`src/rtl/ocu_pkg.sv`:
```
package ocu_pkg;
  localparam int ADDR_W = 3;

  typedef enum logic [1:0] {
    WM_NORMAL = 2'b00,
    WM_PHASE  = 2'b01,
    WM_CTC    = 2'b10,
    WM_FAST   = 2'b11
  } wave_t;

  typedef enum logic [1:0] {
    CO_OFF    = 2'b00,
    CO_TOGGLE = 2'b01,
    CO_CLEAR  = 2'b10,
    CO_SET    = 2'b11
  } cout_t;

  localparam logic [ADDR_W-1:0] A_COUNT = 3'd0;
  localparam logic [ADDR_W-1:0] A_CMP   = 3'd1;
  localparam logic [ADDR_W-1:0] A_CFG   = 3'd2;
  localparam logic [ADDR_W-1:0] A_FORCE = 3'd3;
  localparam logic [ADDR_W-1:0] A_FLAG  = 3'd4;

  function automatic logic is_pwm(input wave_t m);
    return (m == WM_PHASE) || (m == WM_FAST);
  endfunction

  // Pin after a non-PWM compare action.
  function automatic logic apply_action(input cout_t c, input logic cur);
    case (c)
      CO_TOGGLE: return ~cur;
      CO_CLEAR:  return 1'b0;
      CO_SET:    return 1'b1;
      default:   return cur;
    endcase
  endfunction
endpackage

```
`src/rtl/ocu_counter.sv`:
```
module ocu_counter
  import ocu_pkg::*;
#(
  parameter int W = 8
) (
  input  logic         clk,
  input  logic         rst_n,
  input  logic         tick,
  input  logic         wr,
  input  logic [W-1:0] wdata,
  input  wave_t        mode,
  input  logic         hit,
  output logic [W-1:0] cnt,
  output logic         dir_up
);
  localparam logic [W-1:0] TOP = '1;
  localparam logic [W-1:0] ONE = {{(W-1){1'b0}}, 1'b1};

  // Returns {direction, next count} for one tick.
  function automatic logic [W:0] advance(input logic [W-1:0] c, input logic up,
                                         input wave_t m, input logic h);
    logic [W-1:0] n;
    logic u;
    n = c + ONE;
    u = up;
    case (m)
      WM_CTC: if (h) n = '0;
      WM_PHASE: begin
        if (up) begin
          if (c == TOP) begin
            n = TOP - ONE;
            u = 1'b0;
          end
        end else if (c == '0) begin
          n = ONE;
          u = 1'b1;
        end else begin
          n = c - ONE;
        end
      end
      default: ;
    endcase
    return {u, n};
  endfunction

  logic [W:0] nxt;
  assign nxt = advance(cnt, dir_up, mode, hit);

  always_ff @(posedge clk or negedge rst_n) begin
    if (!rst_n) begin
      cnt    <= '0;
      dir_up <= 1'b1;
    end else if (wr) begin
      cnt <= wdata;
    end else if (tick) begin
      cnt    <= nxt[W-1:0];
      dir_up <= nxt[W];
    end
  end
endmodule

```
`src/rtl/ocu_compare.sv`:
```
module ocu_compare #(
  parameter int W = 8
) (
  input  logic         clk,
  input  logic         rst_n,
  input  logic         tick,
  input  logic [W-1:0] cnt,
  input  logic         cmp_wr,
  input  logic [W-1:0] wdata,
  input  logic         pwm,
  input  logic         load,
  input  logic         cnt_wr,
  output logic [W-1:0] cmp,
  output logic         hit
);
  logic [W-1:0] shadow;
  logic         blind;

  always_ff @(posedge clk or negedge rst_n) begin
    if (!rst_n) begin
      shadow <= '0;
      cmp    <= '0;
    end else begin
      if (cmp_wr) shadow <= wdata;
      if (cmp_wr && !pwm) cmp <= wdata;
      else if (pwm && load) cmp <= shadow;
    end
  end

  // A counter write blinds the comparator until one tick has passed.
  always_ff @(posedge clk or negedge rst_n) begin
    if (!rst_n) blind <= 1'b0;
    else if (cnt_wr) blind <= 1'b1;
    else if (tick) blind <= 1'b0;
  end

  assign hit = tick && (cnt == cmp) && !blind;
endmodule

```
`src/rtl/ocu_wavegen.sv`:
```
module ocu_wavegen
  import ocu_pkg::*;
(
  input  logic  clk,
  input  logic  rst_n,
  input  wave_t mode,
  input  cout_t act,
  input  logic  hit,
  input  logic  force_ev,
  input  logic  wrap,
  input  logic  dir_up,
  output logic  pin
);
  logic nxt;

  always_comb begin
    nxt = pin;
    case (mode)
      WM_FAST: begin
        if (act == CO_CLEAR) begin
          if (hit) nxt = 1'b0;
          if (wrap) nxt = 1'b1;
        end else if (act == CO_SET) begin
          if (hit) nxt = 1'b1;
          if (wrap) nxt = 1'b0;
        end
      end
      WM_PHASE: begin
        if (hit && act == CO_CLEAR) nxt = !dir_up;
        else if (hit && act == CO_SET) nxt = dir_up;
      end
      default: if (hit || force_ev) nxt = apply_action(act, pin);
    endcase
  end

  always_ff @(posedge clk or negedge rst_n) begin
    if (!rst_n) pin <= 1'b0;
    else pin <= nxt;
  end
endmodule

```
`src/rtl/ocu_timer.sv`:
```
module ocu_timer
  import ocu_pkg::*;
#(
  parameter int W = 8
) (
  input  logic              clk,
  input  logic              rst_n,
  input  logic              tick_en,
  input  logic              wr_en,
  input  logic [ADDR_W-1:0] wr_addr,
  input  logic [W-1:0]      wr_data,
  output logic [W-1:0]      cnt_o,
  output logic [W-1:0]      cmp_o,
  output logic              flag_o,
  output logic              pin_o
);
  localparam logic [W-1:0] TOP = '1;

  wave_t wave_q;
  cout_t act_q;
  logic  cnt_wr, cmp_wr, cfg_wr, force_ev, clr_ev;
  logic  match_ev, top_ev, dir_up, pwm_on;

  assign cnt_wr   = wr_en && (wr_addr == A_COUNT);
  assign cmp_wr   = wr_en && (wr_addr == A_CMP);
  assign cfg_wr   = wr_en && (wr_addr == A_CFG);
  assign force_ev = wr_en && (wr_addr == A_FORCE) && wr_data[0];
  assign clr_ev   = wr_en && (wr_addr == A_FLAG) && wr_data[0];
  assign pwm_on   = is_pwm(wave_q);
  assign top_ev   = tick_en && (cnt_o == TOP);

  always_ff @(posedge clk or negedge rst_n) begin
    if (!rst_n) begin
      wave_q <= WM_NORMAL;
      act_q  <= CO_OFF;
    end else if (cfg_wr) begin
      wave_q <= wave_t'(wr_data[1:0]);
      act_q  <= cout_t'(wr_data[3:2]);
    end
  end

  always_ff @(posedge clk or negedge rst_n) begin
    if (!rst_n) flag_o <= 1'b0;
    else if (match_ev) flag_o <= 1'b1;
    else if (clr_ev) flag_o <= 1'b0;
  end

  ocu_counter #(.W(W)) u_counter (
    .clk(clk), .rst_n(rst_n), .tick(tick_en), .wr(cnt_wr), .wdata(wr_data),
    .mode(wave_q), .hit(match_ev), .cnt(cnt_o), .dir_up(dir_up)
  );

  ocu_compare #(.W(W)) u_compare (
    .clk(clk), .rst_n(rst_n), .tick(tick_en), .cnt(cnt_o), .cmp_wr(cmp_wr),
    .wdata(wr_data), .pwm(pwm_on), .load(top_ev), .cnt_wr(cnt_wr),
    .cmp(cmp_o), .hit(match_ev)
  );

  ocu_wavegen u_wavegen (
    .clk(clk), .rst_n(rst_n), .mode(wave_q), .act(act_q), .hit(match_ev),
    .force_ev(force_ev), .wrap(top_ev), .dir_up(dir_up), .pin(pin_o)
  );
endmodule

```
`config.mk`:
```
export PLATFORM = sky130hd
export DESIGN_NAME = ocu_timer
export DESIGN_NICKNAME = d
export VERILOG_FILES = /design/src/rtl/ocu_pkg.sv /design/src/rtl/ocu_counter.sv /design/src/rtl/ocu_compare.sv /design/src/rtl/ocu_wavegen.sv /design/src/rtl/ocu_timer.sv
export SDC_FILE = /design/constraint.sdc
export NUM_CORES = 1
export LEC_CHECK = 0
export BUFFER_PORTS_ARGS = -buffer_cell sky130_fd_sc_hd__buf_2
export CORE_AREA = 3 3 74 76
export DETAILED_ROUTE_END_ITERATION = 10
export DIE_AREA = 0 0 77 79
export GPL_TIMING_DRIVEN = 0
export PLACE_DENSITY = 0.74
export SLEW_MARGIN = 20
export SYNTH_ARGS = -nofsm -noshare
export SYNTH_HDL_FRONTEND = slang
export SYNTH_SLANG_ARGS = --single-unit
```
`constraint.sdc`:
```
create_clock -name clk -period 4.1 [get_ports clk]
set_input_delay 0.41 -clock clk [delete_from_list [all_inputs] [get_ports clk]]
set_output_delay 0.41 -clock clk [all_outputs]
set_load 0.05 [all_outputs]
```
* Word-level counts from Yosys, hierarchy flattened
Index checks and enable logic that the tools add are counted.
** Word-level totals
- Input bits :: 15
- Register bits after elaboration :: 32
- Output and inout port bits :: 18
- Logic and storage cells :: 84
** Operators by class
- Bitwise logic cells :: 2
- Muxes and demuxes :: 27
- Eq/ne operators :: 16
- Add/sub/neg operators :: 2
- Reductions and logical operators :: 28
** Operators with widths (count)
- 2-to-1 mux 8 bit :: 8
- 2-to-1 mux 1 bit :: 16
- case mux 8 bit (2 select lines) :: 1
- logical AND 1 bit :: 14
- adder 8 x 1 -> 8 bit, second input constant :: 1
- equality test 2 bit, second input constant :: 4
- equality test 8 bit :: 1
- equality test 8 bit, second input constant :: 1
- zero test 8 bit :: 1
- inequality test 4 x 3 -> 1 bit, second input constant :: 2
- subtractor 8 x 1 -> 8 bit, second input constant :: 1
- equality test 3 x 2 -> 1 bit, second input constant :: 2
- inequality test 3 x 1 -> 1 bit, second input constant :: 2
- AND reduction 6 bit :: 1
- nonzero test 2 bit :: 3
- equality test 2 x 1 -> 1 bit, second input constant :: 2
- nonzero test 4 bit :: 1
- equality test 3 x 1 -> 1 bit, second input constant :: 1
- equality test 3 bit, second input constant :: 1
- zero test 1 bit :: 3
- zero test 3 bit :: 1
- case mux 1 bit (3 select lines) :: 1
- AND reduction 3 bit :: 1
- nonzero test 3 bit :: 1
- 3 further kinds :: 5

* Logic depth before layout (Yosys ltp)
Gate-level depths: netlist (run 1).
- Depth in word-level cells :: 8
- Gate-level depth with buffers :: 9
- Depth with buffers taken out :: 7

* By module
From an unflattened synthesis (run 1), not the netlist that was laid out.
** Unflattened totals
- Cell total of the unflattened synthesis :: 249
- Area, all modules :: 2298.5 um2
** By module, submodules not included
- ocu_counter :: instances 1, seq. area each 226.5 um2, area each 979.7 um2, cells an instance 132
- ocu_compare :: instances 1, seq. area each 425.4 um2, area each 908.4 um2, cells an instance 76
- ocu_timer :: instances 1, seq. area each 125.1 um2, area each 276.5 um2, cells an instance 24
- ocu_wavegen :: instances 1, seq. area each 25.0 um2, area each 133.9 um2, cells an instance 17

* Least setup slack after synthesis (run 1)
Ideal clock, no wire load.
- Path type :: flip-flop to flip-flop
- Start :: register u_counter.cnt[3]
- End :: register u_counter.cnt[0]
- Path buffers :: 2
- Period minus slack after synthesis :: 2392 ps
- Required time :: 4024 ps
- Slack :: 1708 ps
- Arrival :: 2316 ps
- Stages on the path, launching flop included :: 8
- Library setup time :: 76 ps
- Path through :: dfrtp_1 > buf_6 > or4_4 > or4_1 > buf_2 > o311ai_2 > o211ai_1 > o21ai_1
** Between the ends
- Longest elaborated chain between the ends :: 7
- Elaborated cells on any way between the ends :: 12
- Those cells by class :: 2 x eq/ne; 7 x mux; 3 x reduce/logical
** RTL lines
- start, declared :: RTL line ocu_counter.sv:13 : output logic [W-1:0] cnt,
- start signal, assigned :: RTL line ocu_counter.sv:54 : cnt <= wdata;
- start signal, assigned :: RTL line ocu_counter.sv:56 : cnt <= nxt[W-1:0];
- equality test 8 bit :: RTL line ocu_compare.sv:37 : assign hit = tick && (cnt == cmp) && !blind;
- logical AND 1 bit (2 in a row) :: RTL line ocu_compare.sv:37
- 2-to-1 mux 8 bit :: RTL line ocu_counter.sv:27 : WM_CTC: if (h) n = '0;
- case mux 8 bit (2 select lines) * :: RTL line ocu_counter.sv:26 : case (m)
- 2-to-1 mux 8 bit * :: RTL line ocu_counter.sv:55 : end else if (tick) begin
- 2-to-1 mux 8 bit * :: RTL line ocu_counter.sv:53 : end else if (wr) begin
Every way passes the cells marked *; elsewhere a longest branch is shown, timed or not. The select of a mux whose other input is x is not followed.
A chain may end at the register's enable or synchronous reset.

* Worst setup path in the final report (run 1)
- Start :: register u_counter.cnt[2]
- End :: register u_compare.cmp[1]
** Between the ends
- Longest elaborated chain between the ends :: 4
** RTL lines
- equality test 8 bit :: RTL line ocu_timer.sv:30 : assign top_ev = tick_en && (cnt_o == TOP);
- logical AND 1 bit :: RTL line ocu_timer.sv:30
- logical AND 1 bit :: RTL line ocu_compare.sv:26 : else if (pwm && load) cmp <= shadow;
- nonzero test 2 bit (no line)
- end signal, assigned :: RTL line ocu_compare.sv:25 : if (cmp_wr && !pwm) cmp <= wdata;
- end signal, assigned :: RTL line ocu_compare.sv:26
- end, declared :: RTL line ocu_compare.sv:13 : output logic [W-1:0] cmp,
No other way between the ends.

==> results of run 1 <==
==> metal layers <==
layer  part of all wire [%]  GRT usage (%)
met1                     45          25.43
met2                     46          28.83
met3                    6.9          4.989
met4                    2.4          7.651
met5                      0              0
==> placed cells by master (no fill, tap or decap), drive strengths merged, types with 5 or more instances in the layout <==
master,count
xor2,14
nor2,15
clkbuf,12
nor3,10
mux2,10
inv,8
dfrtp,31
a22o,5
nand3,7
nand2,15
a21o,6
and3,7
o21ai,10
a21oi,15
xnor2,6
buf,41
ha,6
==> synthesized netlist by cell type (all sizes together) (7+ instances only) <==
cell type	n
inv	8
o21ai	10
buf	10
nand2	15
a21oi	15
dfrtp	31
nand3	7
nor3	10
mux2	10
nor2	15
xor2	14
and3	7
==> flip-flops by register name, indices dropped and copies added (netlist names) <==
| name | flops |
|---|---|
| u_compare.blind | 1 |
| u_wavegen.pin | 1 |
| u_counter.dir_up | 1 |
| u_compare.cmp | 8 |
| act_q | 2 |
| u_counter.cnt | 8 |
| flag_o | 1 |
| wave_q | 2 |
| u_compare.shadow | 8 |
==> final cells by class <==
type / count / share of cell area, %
Buffer: 16 / 4.698
Clock inverter: 2 / 0.5997
Inverter: 8 / 1.199
Timing Repair Buffer: 31 / 6.197
Clock buffer: 6 / 3.298
Tap cell: 67 / 3.348
Multi-Input combinational cell: 176 / 48.63
Sequential cell: 32 / 32.03
==> worst paths after layout <==
path / depth (start not counted) / endpoint / slack (ns) / startpoint
setup / recovery: 7 / u_compare.cmp[1] / 1.78 / u_counter.cnt[2]
hold / removal: 1 / u_compare.shadow[4] / 0.17 / rst_n
setup reg to reg: 7 / u_compare.cmp[1] / 1.78 / u_counter.cnt[2]
hold reg to reg: 2 / flag_o / 0.47 / flag_o
max in group asynchronous: 1 / u_counter.cnt[6] / 3.47 / rst_n
min in group clk: 3 / u_counter.cnt[7] / 0.38 / wr_data[7]
==> stage by stage <==
step / hold slack (ns) / total power, mW / cell area (um2)
after floorplan: 0.1144 / 1.270 / 2167
after global placement: 0.4537 / 1.485 / 2406
final: 0.1669 / 1.763 / 2504
after CTS: 0.1951 / 1.766 / 2504
after detailed placement: 0.4621 / 1.503 / 2406
after global routing: 0.2166 / 1.890 / 2504
==> report_power, final <==
group	switching, mW	internal [mW]	total, mW
clock network	0.127	0.136	0.263
logic	0.660	0.334	0.995
registers	0.0866	0.419	0.506
==> logic make-up after synthesis <==
group	Yosys count	share of synthesized area (%)
compound gates	61	19.28
xor+xnor	20	8.083
fa+ha+maj	6	3.464
buf+inv	24	6.812
flops	32	37.01
mux	11	5.658
simple gates	78	19.69
==> worst register-to-register path: stages, from the launching register on <==
cell and delay (ns):
dfrtp_1 0.37, buf_2 0.24, and4_2 0.24, clkbuf_1 0.25, nand3_1 0.21, nor2_1 0.49
nor2_1 0.20, a21o_1 0.22
==> impl_results.md, run 1 <==
* H-Tree Depth at 2
* Remaining global-route overflow at 0
* Antenna-violating nets left at 0
* Filler cells at 458
* PortBufs at 31
* Post-Syn Area at 0.002167 mm2
* Synth area leader: dfrtp_1
* Cell Count, Final, Fillers Out at 338
* Synth Register Bits at 32
* Critical path buffers and inverters at 2
* Slew @ Worst Pin at 0.9131 ns
* Final wirelength at 5367 um
* Most common flop cell mapped by yosys: dfrtp_1
* CTS resizes at 0
* WL/cell at 15.88 um
* Area delta synth->final at 15.53%
* Ys Warns at 0
* P per Cell Area at 704.3 mW/mm2
* Maximum vdd ir drop at 364.6 uV
* Num CTS Buffers at 5
* Hpwl dp at 4052 um
* Kind of critical path: register to register
* # DRC at 0
* FP Rows at 25
* Layout cell share with drive strength beyond 1 at 24.72%
* Leak at 1.139 nW
* Crit path max fanout at 10
* Fin Clk Skew at 0.009553 ns
* CTS tree: yes
* Routed vias/inst at 5.825
* Netlist cell types at 55
* Register area share after synthesis at 37.01%
* First-pass GRT wire length at 9087 um
* Crit path arrival time at 2.50 ns
* Crit. End Element: register
* CTS Root Cell: clkbuf_8
* Total GRT Usage at 18.86%
* Final Util at 52.31%
* Multi-input logic area at 0.001217 mm2
* Cell count after placement at 330
* Setup TNS at 0 ns
* Hold Fails Final Rpt at 0
* Worst EP required at 4.28 ns
* Initial antenna violation count at 0
* Slew Viols, Final at 0
* Worst-path cell chain: buf_2, and4_2, clkbuf_1, nand3_1, nor2_1, nor2_1, a21o_1
* GPL Wtd Cong at 0.9387
* Maximum root-to-sink buffer count at 2
* Worst setup margin at 1.777 ns
* Antenna cells at 0
* Unrepaired setup endpoints after global routing: no
* Asr flop ratio synth at 100.0%
* Final Setup Violations at 0
* Clk Latency, worst-skew pair at 0.29 ns
* Tmin final at 2.323 ns
* Status: completed
* Largest net degree at the start of global routing at 33
* Highest clock rate at 0.4305 GHz
* Syn_nets at 253
* Die H at 79 um
* Starting density of the core at 45.28%
* Post-Syn Instances at 232
* Delay-heaviest family, CP: simple AND/OR/NAND/NOR gates
* CTS sink cnt at 32
* CP peak stage delay at 0.49 ns
* Crit-path slowest cell: nor2_1
* I/O Pins at 33
* Final net count at 291
* Post-synth EDFFs at 0
* DIE WIDTH at 77 um
* Top cells by area, synth: dfrtp_1, xor2_1, mux2_2, a21oi_1, ha_1
* Core area at 0.004786 mm2
* CTS Hold Bufs at 0
* CP most frequent cell: nor2_1
* Post-CTS Repair Setup Buffers at 0
* Post-Place Worst Slack at 1.822 ns
* Post-synth top area share at 35.80%
* Vias in the first global route at 1785
* Max-Slew Margin vs Limit at 38.30%
* Via count at 1969
* FF+latch area at 802.0 um2
* Fin crit share at 56.65%
* Post-Syn Area per Cell at 9.341 um2
* DRT Pass-1 Iters at 5
* Iteration-0 DRC Markers at 175
* Clock transition at path regs at 0.08 ns
* DIE AREA at 0.006083 mm2
* Crit path launch type: register
* Max-cap viol count at 0
* Min-Delay Path Class: input port to async pin
Power figures use the tool's default switching activity.
==> run 2, diff against run 1 <==
- ABC_AREA: default -> 1
- CORE_AREA: 3 3 74 76 -> 3 3 75 77
- DIE_AREA: 0 0 77 79 -> 0 0 78 80
- clock period: 4.1 -> 2.2 ns (I/O delays scaled with it)
==> run 2 against run 1 <==
Net effect: the flow now finishes with violations (hold timing); routed wire length rose by 9.6%; first-iteration DRC count rose by 16%; maximum frequency rose by 29%; final cell count rose by 34%; critical endpoint is now u_compare.cmp[6].
==> impl_results.md, run 2 <==
* Initial antenna violation count at 0 (unchanged)
* Crit path arrival time at 1.96 ns (-0.54 ns)
* I/O Pins at 33 (unchanged)
* Area delta synth->final at 14.93%
* Die H at 80 um (+1.3%)
* Met1 wire length at 2588 um (+6.9%)
* Worst R2R Start: wave_q[1]
* Routed length on met2 at 2806 um (+15%)
* Kind of critical path: register to register
* Ys Warns at 0 (unchanged)
* Failing checks: hold timing
* Top cells by area, synth: dfrtp_1, nand2_1, inv_1, o21ai_0, nor2_1
* Leak at 1.439 nW (+26%)
* Crit-path slowest cell: dfrtp_1
* Synth Register Bits at 32 (unchanged)
* Fin crit share at 81.99% (+25 points)
* CTS tree: yes
* Status: finished with violations
* Maximum root-to-sink buffer count at 2 (unchanged)
* Syn_nets at 363 (+43%)
* Asr flop ratio synth at 100.0% (unchanged)
* Fin Hold WS at -0.005765 ns (-0.1727 ns)
* Crit. End Element: register
* Worst EP required at 2.35 ns (-1.93 ns)
* Cell Count, Final, Fillers Out at 452 (+34%)
* DIE WIDTH at 78 um (+1.3%)
* Register area share after synthesis at 35.43% (-1.6 points)
* Core area at 0.005075 mm2 (+6.0%)
* PortBufs at 32 (+3.2%)
* Num CTS Buffers at 5 (unchanged)
* Tmin final at 1.804 ns (-0.5190 ns)
* Max-Slew Margin vs Limit at 51.14% (+13 points)
* Highest clock rate at 0.5544 GHz (+29%)
* Largest regs: u_compare.cmp x8, u_compare.shadow x8, u_counter.cnt x8
* DIE AREA at 0.006240 mm2 (+2.6%)
* Post-synth EDFFs at 0 (unchanged)
* R2R depth at 8 (+1)
* Vias in the first global route at 2163 (+21%)
* Remaining global-route overflow at 0 (unchanged)
* Via count at 2271 (+15%)
* GPL Wtd Cong at 0.9189 (-2.1%)
* Highest-count cells in the layout ignoring fill and taps: nand2_1, inv_1, buf_2
* Clk Latency, worst-skew pair at 0.28 ns (about the same)
* Post-Syn Area per Cell at 6.618 um2 (-29%)
* Clock transition at path regs at 0.07 ns (about the same)
* Iteration-0 DRC Markers at 203 (+16%)
* Worst-path cell chain: inv_1, ha_1, nor2_1, inv_1, nor2_4, inv_2, o22ai_1, a21oi_1
* CTS resizes at 0 (unchanged)
* Most common flop cell mapped by yosys: dfrtp_1
* Max-cap viol count at 0 (unchanged)
* Filler cells at 535 (+17%)
* Final Setup Violations at 0 (unchanged)
* Metal3 WL at 351 um (-5.4%)
* Fin Clk Skew at 0.01044 ns (+0.0008896 ns)
* First-pass GRT wire length at 9860 um (+8.5%)
* Setup slack on the worst flop-to-flop path at 0.40 ns (-1.38 ns)
* CP startpoint: wave_q[1]
* Final net count at 402 (+38%)
* # DRC at 0 (unchanged)
* Post-Syn Instances at 342 (+47%)
* Total power at 2.520 mW (+43%)
* Netlist cell types at 30 (-45%)
* P per Cell Area at 968.8 mW/mm2 (+38%)
* Setup TNS at 0 ns (unchanged)
* Routed vias/inst at 5.024 (-14%)
* Total GRT Usage at 20.01% (+1.2 points)
* Crit path launch type: register
* CTS Root Cell: clkbuf_8
* Starting density of the core at 44.60% (-0.68 points)
* CP peak stage delay at 0.40 ns (-0.09 ns)
* CTS sink cnt at 32 (unchanged)
* Post-CTS Repair Setup Buffers at 0 (unchanged)
* Cell count after placement at 444 (+35%)
* Largest net degree at the start of global routing at 33 (unchanged)
* FP Rows at 26 (+4.0%)
* Layout cell share with drive strength beyond 1 at 17.80% (-6.9 points)
* Unrepaired setup endpoints after global routing: no
* Post-synth top area share at 34.27% (-1.5 points)
* Synth area leader: dfrtp_1
* H-Tree Depth at 2 (unchanged)
* Min-Delay Path Class: input port to async pin
* Final wirelength at 5882 um (+9.6%)
* Synth cell count leaders: nand2_1, inv_1, dfrtp_1
* Crit path capture: u_compare.cmp[6]
* DRT Pass-1 Iters at 4 (-1)
* Most frequent cell after synthesis: nand2_1
* Slew @ Worst Pin at 0.7329 ns (-0.1802 ns)
* Commonest non-fill, non-tap cell in the layout: nand2_1
* WL/cell at 13.01 um (-18%)
* Top Metal Used: met4
* FF-to-FF End: u_compare.cmp[6]
* Antenna-violating nets left at 0 (unchanged)
* CP most frequent cell: inv_1
* Slew Viols, Final at 0 (unchanged)
* Antenna cells at 0 (unchanged)
* CTS Hold Bufs at 0 (unchanged)
* Crit path max fanout at 7 (-3)
* Post-Syn Area at 0.002263 mm2 (+4.4%)
* Maximum vdd ir drop at 660.3 uV (+81%)
* Hpwl dp at 4586 um (+13%)
* Hold Fails Final Rpt at 7 (+7)
run 2: changes by cell type in the layout (fill, tap and decap cells not counted), moves of 7 or more:
cell and delta:
nor2_1 +9, nand3_1 +8, o21ai_0 +18, nor3_1 -9, o22ai_1 +7, inv_1 +43
mux2_2 -10, nand2_1 +102, inv_2 +9, xor2_1 -10
run 2: kinds of logic after synthesis:
kind of cell / synth area share, %
flip-flops: 35.43
AND/OR/NAND/NOR: 34.16
AO/OA/AOI/OAI: 14.21
buffers and inverters: 11.33
XOR/XNOR: 1.548
adder cells (fa/ha/maj): 3.317
run 2: worst min path at each step:
stage               startpoint                   to  slack (ns)  cells past startpoint
floorplan                rst_n             act_q[0]       -0.08                      0
global placement         rst_n  u_compare.shadow[7]        0.32                      1
detailed placement       rst_n  u_compare.shadow[6]        0.32                      1
CTS                      rst_n      u_compare.blind        0.02                      1
global route             rst_n      u_compare.blind        0.04                      1
finish                   rst_n      u_compare.blind      -0.006                      1
run 2: layout make-up:
| cell class | instances | area, um2 | area share, % |
|---|---|---|---|
| multi-input combinational | 246 | 1205 | 46.32 |
| sequential | 32 | 802.0 | 30.83 |
| inverter | 60 | 225.2 | 8.658 |
| timing repair buffer | 32 | 160.2 | 6.157 |
| clock buffer | 8 | 90.09 | 3.463 |
| tap | 70 | 87.58 | 3.367 |
| buffer | 4 | 31.28 | 1.203 |
run 2: stage by stage:
step	area, um2	setup slack (ns)	hold slack [ns]	utilization (%)
CTS	2601	0.4096	0.01671	51.26
floorplan	2263	0.4366	-0.07559	-
global route	2601	0.2312	0.04272	51.26
global placement	2511	0.4603	0.3201	49.48
detailed placement	2511	0.4242	0.3170	49.48
finish	2601	0.3963	-0.005765	51.26
run 2: metal layers:
metal,vias to the layer above,global-route usage (%)
met5,-,0
met4,0,7.343
met3,11,2.935
met2,83,35.79
met1,1023,24.36
li1,1154,-
run 2: worst max-delay path, delay by kind of cell (launching register included):
| kind | cells | cell delay, ns |
|---|---|---|
| AO/OA/AOI/OAI | 2 | 0.21 |
| flip-flops | 1 | 0.40 |
| AND/OR/NAND/NOR | 2 | 0.53 |
| buffers and inverters | 3 | 0.31 |
| adder cells (fa/ha/maj) | 1 | 0.24 |
run 2: power breakdown:
group          total (mW)  internal [mW]  switching (mW)
combinational        1.19          0.332           0.856
sequential          0.865          0.719           0.147
clock               0.467          0.255           0.211
total                2.52           1.31            1.21
==> run 3, diff against run 2 <==
- ABC_AREA: 1 -> 0
- CORE_AREA: 3 3 75 77 -> 3 3 74 76
- DIE_AREA: 0 0 78 80 -> 0 0 77 79
- clock period: 2.2 -> 1.7 ns (I/O delays scaled with it)
==> run 3 against run 2 <==
Net effect: the flow finishes with violations (setup timing); power rose by 110%; worst setup slack worse by 0.85 ns; first-iteration DRC count is 20% lower; non-clock buffer count grew 29; combinational power rose to 2.6 times the previous value; clock power is 76% higher; sequential share of layout area shrank 3.8 points; critical path depth is the same; sequential cell count unchanged; via count down 9.9%; count of clock-buffer cells in the layout shrank 1; clock skew is 0.0053 ns lower; highest routed layer unchanged.
==> impl_results.md, run 3 (same netlist as run 1, synthesis figures left out) <==
* Antenna cells at 0 (unchanged)
* Final Util at 62.46% (+11 points)
* H-Tree Depth at 2 (unchanged)
* Unrepaired setup endpoints after global routing: yes
* Vias in the first global route at 1928 (-11%)
* First-pass GRT wire length at 9742 um (-1.2%)
* Cell count after placement at 330 (-26%)
* CP peak stage delay at 0.55 ns (+0.15 ns)
* Maximum vdd ir drop at 909.9 uV (+38%)
* Multi-input logic area at 0.001491 mm2 (+24%)
* Routed vias/inst at 5.747 (+14%)
* PortBufs at 31 (-3.1%)
* Final net count at 309 (-23%)
* Fin Clk Skew at 0.005119 ns (-0.005323 ns)
* I/O Pins at 33 (unchanged)
* Tmin final at 2.152 ns (+0.3479 ns)
* DIE AREA at 0.006083 mm2 (-2.5%)
* Clock transition at path regs at 0.07 ns (about the same)
* Slew @ Worst Pin at 0.9230 ns (+0.1901 ns)
* Iteration-0 DRC Markers at 163 (-20%)
* Total power at 5.185 mW (+110%)
* Delay-heaviest family, CP: simple AND/OR/NAND/NOR gates
* Starting density of the core at 45.28% (+0.68 points)
* Num CTS Buffers at 5 (unchanged)
* Final wirelength at 6137 um (+4.3%)
* Hpwl dp at 4083 um (-11%)
* Crit-path slowest cell: or4_4
* GPL Wtd Cong at 0.9374 (+2.0%)
* Filler cells at 400 (-25%)
* Highest clock rate at 0.4648 GHz (-16%)
* CTS sink cnt at 32 (unchanged)
* Maximum root-to-sink buffer count at 2 (unchanged)
* Remaining global-route overflow at 0 (unchanged)
* Worst EP required at 1.90 ns (-0.45 ns)
* Highest-count cells in the layout ignoring fill and taps: buf_2, dfrtp_1, buf_4
* Fin crit share at 126.6% (+45 points)
* Post-Place Worst Slack at -0.5917 ns (-1.016 ns)
* Area delta synth->final at 37.93%
* Die H at 79 um (-1.3%)
* Setup TNS at -2.284 ns (-2.284 ns)
* Core area at 0.004786 mm2 (-5.7%)
* Final Setup Violations at 8 (+8)
* WL/cell at 17.24 um (+32%)
* Hold Fails Final Rpt at 0 (-7)
* Via count at 2046 (-9.9%)
* Crit. End Element: register
* Crit path max fanout at 6 (-1)
* Kind of critical path: register to register
* DRT Pass-1 Iters at 4 (unchanged)
* Crit path launch type: register
* # DRC at 0 (unchanged)
* Antenna-violating nets left at 0 (unchanged)
* Crit path arrival time at 2.36 ns (+0.40 ns)
* Largest net degree at the start of global routing at 33 (unchanged)
* Failing checks: setup timing
* Commonest non-fill, non-tap cell in the layout: buf_2
* Initial antenna violation count at 0 (unchanged)
* Layout cell share with drive strength beyond 1 at 44.29% (+26 points)
* Status: finished with violations
* Leak at 1.296 nW (-9.9%)
* Worst-path cell chain: buf_8, inv_6, ha_4, or2b_1, or4_4, o311ai_2, o211ai_1, o21ai_1
* DIE WIDTH at 77 um (-1.3%)
* FP Rows at 25 (-3.8%)
* Total GRT Usage at 20.13% (+0.11 points)
* Slew Viols, Final at 0 (unchanged)
* Min-Delay Path Class: input port to register
* Critical path buffers and inverters at 2 (-1)
* Max-cap viol count at 0 (unchanged)
* Clk Latency, worst-skew pair at 0.29 ns (about the same)
* Max-Slew Margin vs Limit at 37.63% (-14 points)
* CTS tree: yes
* Worst setup margin at -0.4516 ns (-0.8479 ns)
* P per Cell Area at 1735 mW/mm2 (+79%)
* CTS Root Cell: clkbuf_8
* Cell Count, Final, Fillers Out at 356 (-21%)
* FF+latch area at 808.3 um2 (+0.78%)
* Largest regs: u_compare.cmp x8, u_compare.shadow x8, u_counter.cnt x8
==> run 3: metal layers <==
layer / global-route usage [%] / vias to the layer above / wire length [um]
li1: - / 963 / -
met1: 26.20 / 984 / 2640
met2: 33.62 / 89 / 2964
met3: 4.308 / 10 / 415
met4: 6.228 / 0 / 118
met5: 0 / - / 0
==> run 3: per-stage QoR <==
| step | hold WS [ns] | cell area (um2) |
|---|---|---|
| final | 0.1395 | 2989 |
| after global placement | 0.2542 | 2427 |
| after global routing | 0.1478 | 2989 |
| after CTS | 0.1410 | 2760 |
| after floorplan | -0.1256 | 2188 |
| after detailed placement | 0.2656 | 2427 |
==> run 3: worst register-to-register path, cell delays in order, from the launching register on <==
cell and delay [ns]:
dfrtp_2 0.42, buf_8 0.13, inv_6 0.05, ha_4 0.12
or2b_1 0.23, or4_4 0.55, o311ai_2 0.27, o211ai_1 0.15
o21ai_1 0.17
==> run 3: final cells by class <==
type	instances	area share [%]
inverters	8	1.298
well taps	67	2.805
repair buffers	54	11.43
multi-input cells	176	49.90
clock buffers	7	3.223
flip-flops and latches	32	27.04
clock inverters	1	1.005
plain buffers	11	3.307
==> run 3: timing repair <==
action,4_1_cts,5_1_grt
pin swaps,14,26
buffers inserted,13,10
gates resized for setup,29,36
hold buffers,1,0
setup endpoints to repair,18,18
hold endpoints to repair,31,0
==> run 3: path summary, 6_finish.rpt <==
path | startpoint | to | slack (ns) | cells past startpoint
setup / recovery | u_counter.cnt[0] | u_counter.cnt[0] | -0.45 | 8
min in group asynchronous | rst_n | u_compare.cmp[2] | 0.47 | 2
max in group asynchronous | rst_n | u_counter.cnt[0] | 0.71 | 2
hold reg to reg | flag_o | flag_o | 0.47 | 2
hold / removal | wr_data[7] | u_counter.cnt[7] | 0.14 | 3
setup reg to reg | u_counter.cnt[0] | u_counter.cnt[0] | -0.45 | 8
==> run 3: power breakdown <==
| part | total [mW] | leakage [nW] | switching, mW | internal (mW) |
|---|---|---|---|---|
| Combinational | 3.11 | 0.847 | 1.95 | 1.16 |
| Clock | 0.822 | 0.0645 | 0.305 | 0.517 |
| Sequential | 1.25 | 0.385 | 0.229 | 1.02 |
| Total | 5.18 | 1.30 | 2.48 | 2.70 |
